[config.mk]
export PLATFORM = sky130hd
export DESIGN_NAME = bcc_eval
export DESIGN_NICKNAME = d
export VERILOG_FILES = /design/src/rtl/bcc_pkg.sv /design/src/rtl/bcc_relations.sv /design/src/rtl/bcc_table.sv /design/src/rtl/bcc_select.sv /design/src/rtl/bcc_eval.sv
export SDC_FILE = /design/constraint.sdc
export NUM_CORES = 1
export LEC_CHECK = 0
export BUFFER_PORTS_ARGS = -buffer_cell sky130_fd_sc_hd__buf_2
export CAP_MARGIN = 20
export CORE_AREA = 2 2 39 41
export CTS_BUF_LIST = sky130_fd_sc_hd__clkbuf_8
export DETAILED_ROUTE_END_ITERATION = 8
export DIE_AREA = 0 0 41 43
export GPL_TIMING_DRIVEN = 0
export MAX_ROUTING_LAYER = met4
export SKIP_CTS_REPAIR_TIMING = 1
export SLEW_MARGIN = 20
export SYNTH_ARGS = -nofsm -noshare
export SYNTH_HDL_FRONTEND = slang
export SYNTH_HIERARCHICAL = 1
export SYNTH_SLANG_ARGS = --single-unit
[constraint.sdc]
create_clock -name clk -period 1.5 [get_ports clk]
set_clock_uncertainty 0.1 [all_clocks]
set_input_delay 0.225 -clock clk [delete_from_list [all_inputs] [get_ports clk]]
set_output_delay 0.225 -clock clk [all_outputs]
set_load 0.05 [all_outputs]
[src/rtl/bcc_pkg.sv]
package bcc_pkg;

  typedef enum logic [3:0] {
    COND_ALWAYS = 4'h0,
    COND_ZSET   = 4'h1,
    COND_ZCLR   = 4'h2,
    COND_VSET   = 4'h3,
    COND_VCLR   = 4'h4,
    COND_NSET   = 4'h5,
    COND_NCLR   = 4'h6,
    COND_CSET   = 4'h7,
    COND_CCLR   = 4'h8,
    COND_ULE    = 4'h9,
    COND_UGT    = 4'hA,
    COND_SLE    = 4'hB,
    COND_SGE    = 4'hC,
    COND_SGT    = 4'hD,
    COND_TBL    = 4'hE,
    COND_RSVD   = 4'hF
  } cond_code_e;

  typedef struct packed {
    logic e;
    logic c;
    logic n;
    logic v;
    logic z;
  } flags_t;

  typedef struct packed {
    logic ule;
    logic ugt;
    logic sle;
    logic sge;
    logic sgt;
    logic tbl;
  } rel_t;

endpackage

[src/rtl/bcc_relations.sv]
module bcc_relations
  import bcc_pkg::*;
(
  input  flags_t flg,
  output rel_t   rel
);

  logic s_less;

  always_comb begin
    s_less  = flg.n ^ flg.v;
    rel.ule = flg.c | flg.z;
    rel.ugt = ~flg.c & ~flg.z;
    rel.sle = s_less | flg.z;
    rel.sge = ~s_less;
    rel.sgt = ~s_less & ~flg.z;
    rel.tbl = ~flg.z & ~flg.e;
  end

endmodule

[src/rtl/bcc_table.sv]
module bcc_table
  import bcc_pkg::*;
#(
  parameter int unsigned NUM_CODES = 16
) (
  input  rel_t                 rel,
  input  flags_t               flg,
  output logic [NUM_CODES-1:0] hit_vec
);

  function automatic logic code_hit(input int unsigned idx, input rel_t r, input flags_t f);
    logic res;
    case (idx)
      int'(COND_ALWAYS): res = 1'b1;
      int'(COND_ZSET):   res = f.z;
      int'(COND_ZCLR):   res = ~f.z;
      int'(COND_VSET):   res = f.v;
      int'(COND_VCLR):   res = ~f.v;
      int'(COND_NSET):   res = f.n;
      int'(COND_NCLR):   res = ~f.n;
      int'(COND_CSET):   res = f.c;
      int'(COND_CCLR):   res = ~f.c;
      int'(COND_ULE):    res = r.ule;
      int'(COND_UGT):    res = r.ugt;
      int'(COND_SLE):    res = r.sle;
      int'(COND_SGE):    res = r.sge;
      int'(COND_SGT):    res = r.sgt;
      int'(COND_TBL):    res = r.tbl;
      default:           res = 1'b0;
    endcase
    return res;
  endfunction

  for (genvar i = 0; i < NUM_CODES; i++) begin : g_code
    assign hit_vec[i] = code_hit(i, rel, flg);
  end

endmodule

[src/rtl/bcc_select.sv]
module bcc_select #(
  parameter int unsigned SEL_W = 4,
  localparam int unsigned NUM_CODES = 1 << SEL_W
) (
  input  logic [SEL_W-1:0]     sel,
  input  logic [NUM_CODES-1:0] hit_vec,
  output logic                 taken_d
);

  assign taken_d = hit_vec[sel];

endmodule

[src/rtl/bcc_eval.sv]
module bcc_eval
  import bcc_pkg::*;
#(
  parameter int unsigned SEL_W = 4
) (
  input  logic             clk,
  input  logic             rst,
  input  logic [SEL_W-1:0] cond_sel,
  input  logic             flag_z,
  input  logic             flag_v,
  input  logic             flag_n,
  input  logic             flag_c,
  input  logic             flag_end,
  output logic             taken_q
);

  localparam int unsigned NUM_CODES = 1 << SEL_W;

  flags_t                 flg;
  rel_t                   rel;
  logic [NUM_CODES-1:0]   hit_vec;
  logic                   taken_d;

  assign flg = '{e: flag_end, c: flag_c, n: flag_n, v: flag_v, z: flag_z};

  bcc_relations u_rel (
    .flg (flg),
    .rel (rel)
  );

  bcc_table #(.NUM_CODES(NUM_CODES)) u_table (
    .rel     (rel),
    .flg     (flg),
    .hit_vec (hit_vec)
  );

  bcc_select #(.SEL_W(SEL_W)) u_sel (
    .sel     (cond_sel),
    .hit_vec (hit_vec),
    .taken_d (taken_d)
  );

  always_ff @(posedge clk) begin
    if (rst) taken_q <= 1'b0;
    else     taken_q <= taken_d;
  end


  reset_clear_chk: assert property (@(posedge clk) rst |=> !taken_q);


  always_code_chk: assert property (@(posedge clk) disable iff (rst)
    (cond_sel == SEL_W'(COND_ALWAYS)) |=> taken_q);


  eq_follows_z_chk: assert property (@(posedge clk) disable iff (rst)
    (cond_sel == SEL_W'(COND_ZSET)) |=> (taken_q == $past(flag_z)));


  sge_sign_chk: assert property (@(posedge clk) disable iff (rst)
    (cond_sel == SEL_W'(COND_SGE)) |=> (taken_q == ($past(flag_n) == $past(flag_v))));


  table_end_chk: assert property (@(posedge clk) disable iff (rst)
    ((cond_sel == SEL_W'(COND_TBL)) && flag_end) |=> !taken_q);


  reserved_code_chk: assert property (@(posedge clk) disable iff (rst)
    (cond_sel == SEL_W'(COND_RSVD)) |=> !taken_q);

endmodule

==> results of run 1 <==
kinds of logic after synthesis:
kind of cell | after synthesis
xor+xnor | 1
mux | 7
other cells | 2
simple gates | 5
flops | 1
buf+inv | 17
per-layer routing:
layer,global-route usage [%],part of all wire (%)
met1,7.14,36
met2,10.0,50
met3,0.524,14
met4,0,0
met5,-,0
layout by cell type, fill, tap and decap left out, types with 2 or more instances in the layout:
cell / Yosys / final
mux2i_1: 3 / 3
conb_1: 2 / 2
mux4_1: 4 / 2
inv_1: 5 / 5
buf_2: 0 / 8
mux4_2: 0 / 2
buf_4: 12 / 10
report_power, final:
| group | internal [mW] | switching, mW | total (mW) |
|---|---|---|---|
| combinational | 0.0721 | 0.0441 | 0.116 |
| clock | 0 | 0 | 0 |
| sequential | 0.0301 | 0.000530 | 0.0306 |
worst max path at each step:
stage | start | end | slack (ns)
floorplan | flag_v | taken_q | -0.04
global placement | flag_v | taken_q | -0.27
detailed placement | flag_v | taken_q | -0.27
CTS | flag_v | taken_q | -0.28
global route | flag_n | taken_q | -0.18
finish | flag_z | taken_q | -0.11
through the flow:
step | TNS, ns | cells | setup slack [ns] | hold slack, ns
2_1_floorplan | -0.0434 | 33 | -0.0434 | 0.189
3_3_place_gp | -0.269 | 60 | -0.269 | 0.312
3_5_place_dp | -0.274 | 60 | -0.274 | 0.314
4_1_cts | -0.278 | 60 | -0.278 | 0.315
5_1_grt | -0.183 | 58 | -0.183 | 0.318
6_report | -0.110 | 58 | -0.110 | 0.312
cell type report:
type	instances	share of cell area, %
buffer	10	18.2
multi-input combinational	15	49.5
timing repair buffer	11	17.9
inverter	5	4.56
tap	16	4.86
sequential	1	4.86
==> run_results.csv, run 1 <==
group,metric,value,unit
die,ios,12,
routing,vias_per_cell,3.90,
final_layout,layout-drive-gt1-share,61.9,%
global_routing,antenna_found_initial,0,
logic_synthesis,synth-simple-area-share,10.5,%
die,fp.coreArea,1380,µm²
timing,period_share,107,%
logic_synthesis,synthTopCellsByArea,"mux4_1, buf_4, mux2i_1",
worst_setup_path,startpoint_type,"primary input",
timing,period_minus_slack,1.61,ns
placement,globalplace.congestion,0.724,
power_and_ir_drop,powerDensity,357,nW/µm²
routing,via_count,226,
final_layout,fin_nets,55,
die,start_util,23.2,%
final_layout,largest-register,"taken_q",
routing,wl,468,µm
final_layout,area_growth,28.0,%
logic_synthesis,synth_mux_area_share,42.0,%
die,die_h,43,µm
timing,fin_ws,-0.110,ns
timing,maxSlewViolCount,0,
die,num_rows,14,
final_layout,final_util,29.7,%
final_layout,multi_input_area,204,µm²
final_layout,top_regs,"taken_q x1",
placement,placed_area,404,µm²
worst_hold_path,min-delay-start,"rst",
placement,io_buffers,11,
logic_synthesis,synthCells,33,
worst_setup_path,arrival,1.40,ns
worst_setup_path,endpoint_kind,"flop",
global_routing,grt_pass1_wl,717,µm
worst_setup_path,critPathBufInv,3,
logic_synthesis,synth_flop_cell,"dfxtp_1",
worst_setup_path,path_delay_family,"multiplexers",
worst_setup_path,path_depth,8,
worst_hold_path,min_to,"taken_q",
timing,hold_violations,0,
routing,drtAntennaViolNets,0,
timing,rsz0062_at_grt,"true",
worst_setup_path,crit_chain,"clkbuf_4 -> nor2_4 -> inv_1 -> buf_4 -> mux4_2 -> mux2i_1 -> mux2i_1 -> nor2b_4",
logic_synthesis,post-synth-top-area-cell,"mux4_1",
logic_synthesis,ys_seq_elements,1,
global_routing,grt_max_degree,7,
worst_setup_path,cpMaxStageDelayCell,"mux4_2",
logic_synthesis,yosys_warnings,6,
worst_setup_path,critPathMaxFanout,6,
logic_synthesis,yosysMostFrequentCell,"buf_4",
clock_network,clk_pin_slew,0,ns
die,die_area,1760,µm²
routing,wl_per_cell,8.07,µm
status,violations,"negative setup slack",
power_and_ir_drop,vdd_drop_max,98.4,µV
worst_setup_path,crit_type,"in -> reg",
power_and_ir_drop,total_power,147,µW
logic_synthesis,synth_area,322,µm²
worst_setup_path,cpMostUsedCell,"mux2i_1",
logic_synthesis,yosys-top-cells-count,"buf_4, inv_1, mux4_1",
logic_synthesis,synth_top_cell_area_share,32.7,%
power_and_ir_drop,power_leakage,0.214,nW
routing,drc_errors,0,
logic_synthesis,ys_types,11,
logic_synthesis,synth_xor_area_share,5.06,%
global_routing,grt_pass1_vias,186,
logic_synthesis,synth-seq-area-share,6.23,%
status,status,"finished, violations left",
routing,drt_first_pass_iters,1,
final_layout,largest_reg_flops,1,
placement,dp_hpwl,428,µm
timing,max_clock_freq,0.621,GHz
logic_synthesis,async_reset_ff_share,0,%
global_routing,grt.total_usage,5.68,%
logic_synthesis,synth_top_family_by_area,"multiplexers",
logic_synthesis,yosys.area_share.adder,0,%
final_layout,diodes,0,
final_layout,n_fill_cell,152,
worst_setup_path,required,1.29,ns
final_layout,seq_area,20.0,µm²
die,dieWidth,41,µm
logic_synthesis,avgSynthCellArea,9.74,µm²
worst_setup_path,critPathMaxStageDelay,0.43,ns
routing,drt_iter0_drc,0,
worst_hold_path,hold_depth,2,
logic_synthesis,synth_edf_count,0,
logic_synthesis,synth_compound_area_share,0,%
flow_run,drv_cap,0,
logic_synthesis,synth_fp_nets,44,
timing,setup_viol,1,
global_routing,grt.overflow.total,0,
worst_hold_path,min_path_type,"in -> reg",
final_layout,finish.instance_area,412,µm²
Note: power is estimated with default switching activity, not from simulation.
==> run 2, diff against run 1 <==
--- a/config.mk
+++ b/config.mk
@@ -13,6 +13,7 @@
 export DIE_AREA = 0 0 41 43
 export GPL_TIMING_DRIVEN = 0
 export MAX_ROUTING_LAYER = met4
+export REMOVE_ABC_BUFFERS = 1
 export SKIP_CTS_REPAIR_TIMING = 1
 export SLEW_MARGIN = 20
 export SYNTH_ARGS = -nofsm -noshare
==> run 2 against run 1 <==
  * The flow still finishes with violations (negative setup slack)
  * Core utilization fell by 5.6 points
  * Die area did not move
  * Via count fell by 14%
  * Critical path type unchanged
==> run_results.csv, run 2 (synthesis results as in run 1) <==
group,metric,value,unit
status,status,"finished, violations left",
status,violations,"negative setup slack",
final_layout,final_util,24.1,%
power_and_ir_drop,powerDensity,376,nW/µm²
power_and_ir_drop,power_frac_clock,0,%
final_layout,finish.instance_area,334,µm²
worst_setup_path,arrival,1.39,ns
final_layout,area_growth,3.89,%
timing,period_minus_slack,1.60,ns
timing,maxSlewViolCount,0,
final_layout,diodes,0,
flow_run,drv_cap,0,
final_layout,layout_common_cells,"buf_2, inv_1, mux2i_1",
final_layout,fin_cells,49,
timing,max_clock_freq,0.623,GHz
power_and_ir_drop,p_int,85.0,µW
power_and_ir_drop,power_leakage,0.170,nW
final_layout,largest-register,"taken_q",
placement,dp_hpwl,372,µm
global_routing,grt.overflow.total,0,
final_layout,fin_nets,46,
die,fp.coreArea,1380,µm²
final_layout,top_regs,"taken_q x1",
timing,timing.hold.ws,0.313,ns
power_and_ir_drop,power.share.sequential,24.3,%
placement,post-place-ws,-0.177,ns
timing,hold_violations,0,
routing,drt_first_pass_iters,2,
worst_setup_path,required,1.29,ns
die,dieWidth,41,µm
die,ios,12,
routing,wl,443,µm
routing,wl_per_cell,9.04,µm
die,start_util,23.2,%
power_and_ir_drop,combPwrFrac,75.7,%
power_and_ir_drop,vdd_drop_max,105,µV
worst_setup_path,startpoint_type,"primary input",
worst_setup_path,endpoint_kind,"flop",
die,die_h,43,µm
routing,vias_per_cell,3.96,
routing,drtAntennaViolNets,0,
timing,setup_viol,1,
worst_hold_path,min_path_type,"in -> reg",
global_routing,antenna_found_initial,0,
die,num_rows,14,
final_layout,largest_reg_flops,1,
global_routing,grt_pass1_wl,503,µm
timing,rsz0062_at_grt,"true",
global_routing,grt_pass1_vias,136,
worst_setup_path,crit_type,"in -> reg",
routing,drc_errors,0,
global_routing,grt.total_usage,3.92,%
timing,period_share,107,%
final_layout,layout-drive-gt1-share,48.5,%
routing,via_count,194,
placement,placed_area,307,µm²
routing,drt_iter0_drc,2,
die,die_area,1760,µm²
power_and_ir_drop,total_power,126,µW
global_routing,grt_max_degree,7,
final_layout,mostFrequentLayoutCell,"buf_2",
placement,io_buffers,11,
timing,finalSetupTns,-0.105,ns
power_and_ir_drop,power.switching,40.5,µW
power_and_ir_drop,p_sw_share,32.3,%
clock_network,clk_pin_slew,0,ns
timing,fin_ws,-0.105,ns
worst_setup_path,critPathMaxFanout,3,
placement,dp.cells,48,
final_layout,n_fill_cell,158,
placement,globalplace.congestion,0.670,
## run 2: power by group through the flow
stage / sequential [mW] / combinational, mW / clock, mW
final: 0.0306 / 0.0950 / 0
after global routing: 0.0311 / 0.102 / 0
after CTS: 0.0307 / 0.0830 / 0
after detailed placement: 0.0306 / 0.0829 / 0
after global placement: 0.0306 / 0.0810 / 0
after floorplan: 0.0412 / 0.0427 / 0
## run 2: area by class of cell
cell class                      count  area [µm²]  area share [%]
Inverter                            5        18.8            5.62
Multi-Input combinational cell     15         196            58.8
Sequential cell                     1        20.0            5.99
Tap cell                           16        20.0            5.99
Timing Repair Buffer               12        78.8            23.6
## run 2: final timing paths
check / from / to / slack [ns] / depth (start not counted)
max: flag_n / taken_q / -0.10 / 7
min: rst / taken_q / 0.31 / 2
## run 2: per-layer routing
| layer | part of all wire, % | global-route usage, % | wire length [µm] | up-vias |
|---|---|---|---|---|
| met3 | 9.3 | 0 | 41 | 0 |
| met5 | 0 | - | 0 | - |
| met4 | 0 | 0 | 0 | 0 |
| li1 | - | - | - | 95 |
| met1 | 36 | 4.55 | 159 | 90 |
| met2 | 55 | 7.50 | 242 | 9 |
## run 2: worst max-delay path, cell delays in order
cell and delay (ns):
buf_8 0.11, xnor2_4 0.17, nand2b_1 0.07, mux4_2 0.46
mux2i_1 0.16, mux2i_1 0.09, nor2b_4 0.12
